[src/rtl/awd_pkg.sv]
package awd_pkg;
    parameter int NUM_WIN   = 5;
    parameter int ADDR_W    = 32;
    parameter int DATA_W    = 32;
    parameter int GRAN      = 16;
    parameter int TGT_W     = 4;
    parameter int TGT_LSB   = 4;
    parameter int WIN_IDX_W = $clog2(NUM_WIN);
    parameter int PAGE_W    = ADDR_W - GRAN;
    parameter int CFG_AW    = WIN_IDX_W + 2;

    typedef enum logic [1:0] {
        FLD_CTRL  = 2'd0,
        FLD_SIZE  = 2'd1,
        FLD_BASE  = 2'd2,
        FLD_REMAP = 2'd3
    } fld_e;

    typedef struct packed {
        logic              en;
        logic [TGT_W-1:0]  tgt;
        logic [DATA_W-1:0] size;
        logic [DATA_W-1:0] base;
        logic [DATA_W-1:0] remap;
    } win_reg_t;

    typedef struct packed {
        logic              en;
        logic [PAGE_W-1:0] mask;
        logic [PAGE_W-1:0] base;
        logic [PAGE_W-1:0] remap;
    } win_dec_t;

    typedef struct packed {
        logic                 valid;
        logic                 hit;
        logic [TGT_W-1:0]     tgt;
        logic [WIN_IDX_W-1:0] win;
        logic [ADDR_W-1:0]    addr;
    } result_t;
endpackage

[src/rtl/awd_regfile.sv]
module awd_regfile
    import awd_pkg::*;
(
    input  logic                          clk,
    input  logic                          rst_n,
    input  logic                          we,
    input  logic [CFG_AW-1:0]             addr,
    input  logic [DATA_W-1:0]             wdata,
    output logic [DATA_W-1:0]             rdata,
    output win_dec_t [NUM_WIN-1:0]        dec,
    output logic [NUM_WIN-1:0][TGT_W-1:0] tgt
);
    win_reg_t [NUM_WIN-1:0] regs_d, regs_q;
    logic [WIN_IDX_W-1:0]   sel;
    fld_e                   fld;
    logic                   sel_ok;

    assign sel    = addr[CFG_AW-1:2];
    assign fld    = fld_e'(addr[1:0]);
    assign sel_ok = (int'(sel) < NUM_WIN);

    always_comb begin
        regs_d = regs_q;
        rdata  = '0;
        if (sel_ok) begin
            if (we) begin
                unique case (fld)
                    FLD_CTRL: begin
                        regs_d[sel].en  = wdata[0];
                        regs_d[sel].tgt = wdata[TGT_LSB +: TGT_W];
                    end
                    FLD_SIZE:  regs_d[sel].size  = wdata;
                    FLD_BASE:  regs_d[sel].base  = wdata;
                    FLD_REMAP: regs_d[sel].remap = wdata;
                    default: ;
                endcase
            end
            unique case (fld)
                FLD_CTRL: begin
                    rdata[0]                = regs_q[sel].en;
                    rdata[TGT_LSB +: TGT_W] = regs_q[sel].tgt;
                end
                FLD_SIZE:  rdata = regs_q[sel].size;
                FLD_BASE:  rdata = regs_q[sel].base;
                FLD_REMAP: rdata = regs_q[sel].remap;
                default: ;
            endcase
        end
    end

    always_ff @(posedge clk) begin
        if (!rst_n) regs_q <= '0;
        else        regs_q <= regs_d;
    end

    for (genvar w = 0; w < NUM_WIN; w++) begin : g_out
        assign dec[w].en    = regs_q[w].en;
        assign dec[w].mask  = regs_q[w].size[PAGE_W-1:0];
        assign dec[w].base  = regs_q[w].base[PAGE_W-1:0];
        assign dec[w].remap = regs_q[w].remap[PAGE_W-1:0];
        assign tgt[w]       = regs_q[w].tgt;
    end
endmodule

[src/rtl/awd_match.sv]
module awd_match
    import awd_pkg::*;
(
    input  win_dec_t [NUM_WIN-1:0]         dec,
    input  logic [PAGE_W-1:0]              page,
    output logic [NUM_WIN-1:0]             hit,
    output logic [NUM_WIN-1:0][PAGE_W-1:0] rpage
);
    for (genvar w = 0; w < NUM_WIN; w++) begin : g_win
        assign hit[w]   = dec[w].en &&
                          ((page & ~dec[w].mask) == (dec[w].base & ~dec[w].mask));
        assign rpage[w] = (dec[w].remap & ~dec[w].mask) | (page & dec[w].mask);
    end
endmodule

[src/rtl/awd_pick.sv]
module awd_pick
    import awd_pkg::*;
(
    input  logic [NUM_WIN-1:0]   hit,
    output logic                 found,
    output logic [WIN_IDX_W-1:0] idx
);
    always_comb begin
        found = 1'b0;
        idx   = '0;
        for (int w = NUM_WIN - 1; w >= 0; w--) begin
            if (hit[w]) begin
                found = 1'b1;
                idx   = WIN_IDX_W'(w);
            end
        end
    end
endmodule

[src/rtl/addr_window_decoder.sv]
module addr_window_decoder
    import awd_pkg::*;
(
    input  logic                 clk,
    input  logic                 rst_n,
    input  logic                 cfg_we,
    input  logic [CFG_AW-1:0]    cfg_addr,
    input  logic [DATA_W-1:0]    cfg_wdata,
    output logic [DATA_W-1:0]    cfg_rdata,
    input  logic                 lk_valid,
    input  logic [ADDR_W-1:0]    lk_addr,
    output logic                 res_valid,
    output logic                 res_hit,
    output logic [TGT_W-1:0]     res_target,
    output logic [WIN_IDX_W-1:0] res_win,
    output logic [ADDR_W-1:0]    res_addr
);
    win_dec_t [NUM_WIN-1:0]         dec;
    logic [NUM_WIN-1:0][TGT_W-1:0]  tgt;
    logic [NUM_WIN-1:0]             hit;
    logic [NUM_WIN-1:0][PAGE_W-1:0] rpage;
    logic                           found;
    logic [WIN_IDX_W-1:0]           idx;
    result_t                        res_d, res_q;

    awd_regfile u_regs (
        .clk   (clk),
        .rst_n (rst_n),
        .we    (cfg_we),
        .addr  (cfg_addr),
        .wdata (cfg_wdata),
        .rdata (cfg_rdata),
        .dec   (dec),
        .tgt   (tgt)
    );

    awd_match u_match (
        .dec   (dec),
        .page  (lk_addr[ADDR_W-1:GRAN]),
        .hit   (hit),
        .rpage (rpage)
    );

    awd_pick u_pick (
        .hit   (hit),
        .found (found),
        .idx   (idx)
    );

    always_comb begin
        res_d = '0;
        if (lk_valid) begin
            res_d.valid = 1'b1;
            if (found) begin
                res_d.hit  = 1'b1;
                res_d.win  = idx;
                res_d.tgt  = tgt[idx];
                res_d.addr = {rpage[idx], lk_addr[GRAN-1:0]};
            end
        end
    end

    always_ff @(posedge clk) begin
        if (!rst_n) res_q <= '0;
        else        res_q <= res_d;
    end

    assign res_valid  = res_q.valid;
    assign res_hit    = res_q.hit;
    assign res_target = res_q.tgt;
    assign res_win    = res_q.win;
    assign res_addr   = res_q.addr;
endmodule

[config.mk]
export PLATFORM = sky130hd
export DESIGN_NAME = addr_window_decoder
export DESIGN_NICKNAME = d
export VERILOG_FILES = /design/src/rtl/awd_pkg.sv /design/src/rtl/awd_regfile.sv /design/src/rtl/awd_match.sv /design/src/rtl/awd_pick.sv /design/src/rtl/addr_window_decoder.sv
export SDC_FILE = /design/constraint.sdc
export NUM_CORES = 1
export LEC_CHECK = 0
export BUFFER_PORTS_ARGS = -buffer_cell sky130_fd_sc_hd__buf_2
export CORE_MARGIN = 3
export CORE_UTILIZATION = 50
export CTS_BUF_LIST = sky130_fd_sc_hd__clkbuf_4 sky130_fd_sc_hd__clkbuf_8 sky130_fd_sc_hd__clkbuf_16
export CTS_CLUSTER_DIAMETER = 100
export DETAILED_ROUTE_END_ITERATION = 16
export PLACE_DENSITY = 0.64
export SYNTH_ARGS = -nofsm -noshare
export SYNTH_HDL_FRONTEND = slang
export SYNTH_SLANG_ARGS = --single-unit
[constraint.sdc]
create_clock -name clk -period 2.1 [get_ports clk]
set_input_delay 0.105 -clock clk [delete_from_list [all_inputs] [get_ports clk]]
set_output_delay 0.105 -clock clk [all_outputs]
set_load 0.01 [all_outputs]
==> run_results.csv <==
group,metric,value,unit
logic_synthesis,synth.net_count,3540,
min_path,hold_path_class,"input port to flop",
sta,tns,-5530,ps
clocking,htreeDepth,2,
logic_synthesis,syn_avg_cell_area,7.92,um2
grt,grt_max_degree,172,
setup_path,worstSetupEndpointType,"flop",
place,dp_cells,4394,
min_path,holdCritStartpoint,"lk_addr[26]",
detailed_routing,firstDrtPassIters,6,
cells_and_area,finalNetCount,3922,
place,hpwl,74.8,mm
logic_synthesis,synth_warnings,0,
clocking,insertion_delay,650,ps
detailed_routing,drc,0,
pwr,swShare,0.251,
pwr,clkPwrFrac,0.471,
cells_and_area,fin_area,0.0364,mm2
sta,setup_viol,56,
grt,grt_pass1_vias,27600,
sta,tightest_slew,657,ps
logic_synthesis,yosys.area.top_type,"dfxtp_1",
sta,finalCritPeriodShare,1.10,
logic_synthesis,synth_ff_type,"dfxtp_1",
detailed_routing,postRouteAntennaNets,0,
logic_synthesis,ys_top_cells_by_count,"1108 x nand2_1, 546 x dfxtp_1, 514 x a21boi_0, 251 x clkbuf_1, 111 x a22oi_1",
cells_and_area,fillers,4451,
pwr,power_density,664,mW/mm2
detailed_routing,drtIter0Drc,2949,
sta,hold_violations,0,
grt,track_usage,0.400,
detailed_routing,drt-met1-wl,46.1,mm
setup_path,r2r_setup_slack,-210,ps
cells_and_area,drive_gt1_frac,0.276,
pwr,p_switching,6.07,mW
pwr,p_leak,13.0,nW
cells_and_area,final_util,0.673,
floorplanning,dieArea,0.0577,mm2
cells_and_area,stdcell_count,4598,
place,dpl-instance-area,0.0317,mm2
detailed_routing,vias,28400,
setup_path,startpoint_type,"flop",
floorplanning,die_x,240,um
clocking,cts_inserted_buffers,61,
sta,period_minus_slack,2310,ps
logic_synthesis,syn_inst,3467,
clocking,cts.sinks,546,
clocking,clk_path_buf_depth,3,
setup_path,path_max_fanout,4,
detailed_routing,dr_wl_met2,53.1,mm
sta,finClkSkew,20.1,ps
sta,maxSlewViolCount,0,
outcome,violations,"negative setup slack",
logic_synthesis,yosysTopAreaCellShare,0.398,
pwr,power_frac_seq,0.434,
pwr,ir_drop,682,uV
logic_synthesis,ys_types,57,
grt,grt_pass1_wl,173,mm
sta,max_freq,0.433,GHz
cells_and_area,area_growth,32.5,%
logic_synthesis,synth.cell_area,0.0274,mm2
floorplanning,fp.coreArea,0.0540,mm2
outcome,status,"complete, but fails checks",
logic_synthesis,synth_edf_count,0,
clocking,clkTransAtPathRegs,60,ps
setup_path,cp.required,2620,ps
place,port_buffers,145,
place,routabilityCongestion,0.975,
logic_synthesis,yosys-top-cells-area,"dfxtp_1 40%, nand2_1 15%, a21boi_0 14%",
detailed_routing,totalWireLength,118,mm
detailed_routing,viasPerCell,6.17,
logic_synthesis,async_flop_share,0,
logic_synthesis,synth_most_common_cell,"nand2_1",
setup_path,critical_path_class,"flop to flop",
detailed_routing,top_layer,"met5",
grt,grt_overflow,0,
clocking,cts.root.buffer_cell,"clkbuf_16",
run,maxCapViolCount,0,
detailed_routing,wl_per_cell,25.6,um
floorplanning,num_io_pins,146,
logic_synthesis,seq_area_frac_synth,0.398,
grt,antenna_found_initial,4,
detailed_routing,wl_met3,10.8,mm
sta,relSlewSlack,0.562,
sta,rsz0062_at_grt,"yes",
pwr,internal_power,18.1,mW
floorplanning,rows,85,
sta,final.setup.worst_slack,-209,ps
setup_path,critPathArrivalTime,2830,ps
clocking,tritoncts,"done",
floorplanning,die_h,240,um
pwr,p_comb_frac,0.095,
floorplanning,start_util,0.508,
logic_synthesis,ys_seq_elements,546,
==> routing by layer <==
metal,track usage,vias to the layer above
met4,0.238,2
met1,0.504,13700
met5,0,-
met3,0.0719,426
li1,-,12600
met2,0.640,1602
==> kinds of logic (layout without fill, tap and decap cells) <==
logic type	Yosys count	count (layout)	share of synthesized area
flops	546	546	0.398
compound gates	993	993	0.255
mux	145	145	0.0642
xor+xnor	80	80	0.0255
simple gates	1386	1386	0.208
other cells	0	3	0
buf+inv	317	749	0.0490
==> critical path, cell delays in order, from the launching register on <==
cell	delay, ps
dfxtp_4	360
xnor2_4	190
buf_4	140
o22ai_2	80
nor4_1	190
nand3_1	150
o32ai_2	320
nand2_2	220
buf_6	180
a211oi_2	270
nor4_4	70
==> cells in the final DEF, fill, tap and decap left out, types with 16 or more instances in the layout <==
master	count
nand2_1	1096
a21boi_0	501
dfxtp_1	478
buf_4	319
buf_2	134
a22oi_1	97
buf_12	72
o22ai_1	67
mux2_2	65
nand2b_1	65
nor2_1	63
clkbuf_16	63
dfxtp_2	60
mux2i_1	58
a21oi_1	56
dlygate4sd3_1	53
xnor2_1	47
buf_6	43
o21ai_1	38
a21oi_2	36
nand3_1	33
xnor2_2	28
and3_1	26
o22ai_2	25
o21ai_0	23
a22o_1	19
mux4_2	18
a31oi_1	17
nor2_4	16
o221ai_1	16
and2_1	16
==> stage by stage <==
stage                     worst slack (ps)  total power [mW]  hold slack, ps
after CTS                             -212              24.1            2.06
after global routing                  -352              24.7            53.7
after global placement                -586              12.7             303
after detailed placement              -449              12.7             308
after floorplan                        164              11.7             227
final                                 -209              24.2            29.5
==> final cells by class <==
type,instances,area (um2),share of cell area
diodes,3,7.51,0.000206
clock buffers,90,1830,0.0504
clock inverters,23,309,0.00850
inverters,4,20.0,0.000551
multi-input cells,2604,16500,0.454
flip-flops and latches,546,11000,0.304
well taps,696,871,0.0240
repair buffers,632,5780,0.159
==> power by group through the flow <==
stage | Sequential, mW | Combinational (mW) | Clock (mW)
finish | 10.5 | 2.30 | 11.4
global placement | 10.7 | 1.99 | 0
CTS | 10.5 | 2.19 | 11.4
floorplan | 10.7 | 1.05 | 0
global route | 10.5 | 2.38 | 11.9
detailed placement | 10.7 | 2.01 | 0
==> final timing paths <==
check | depth (start not counted) | end
min | 5 | res_addr[26]
max | 10 | res_target[0]
max reg2reg | 10 | res_target[0]
min reg2reg | 2 | flop
==> timing repair <==
action                                  CTS  global route
cloned                                    8             2
resized for setup                       264           141
hold buffers                             53             0
pin swaps                               106            90
setup buffers                            23            15
hold endpoints to repair                516             0
endpoints found under the setup margin   61            68
No activity file was read; power rests on OpenSTA's default activity.
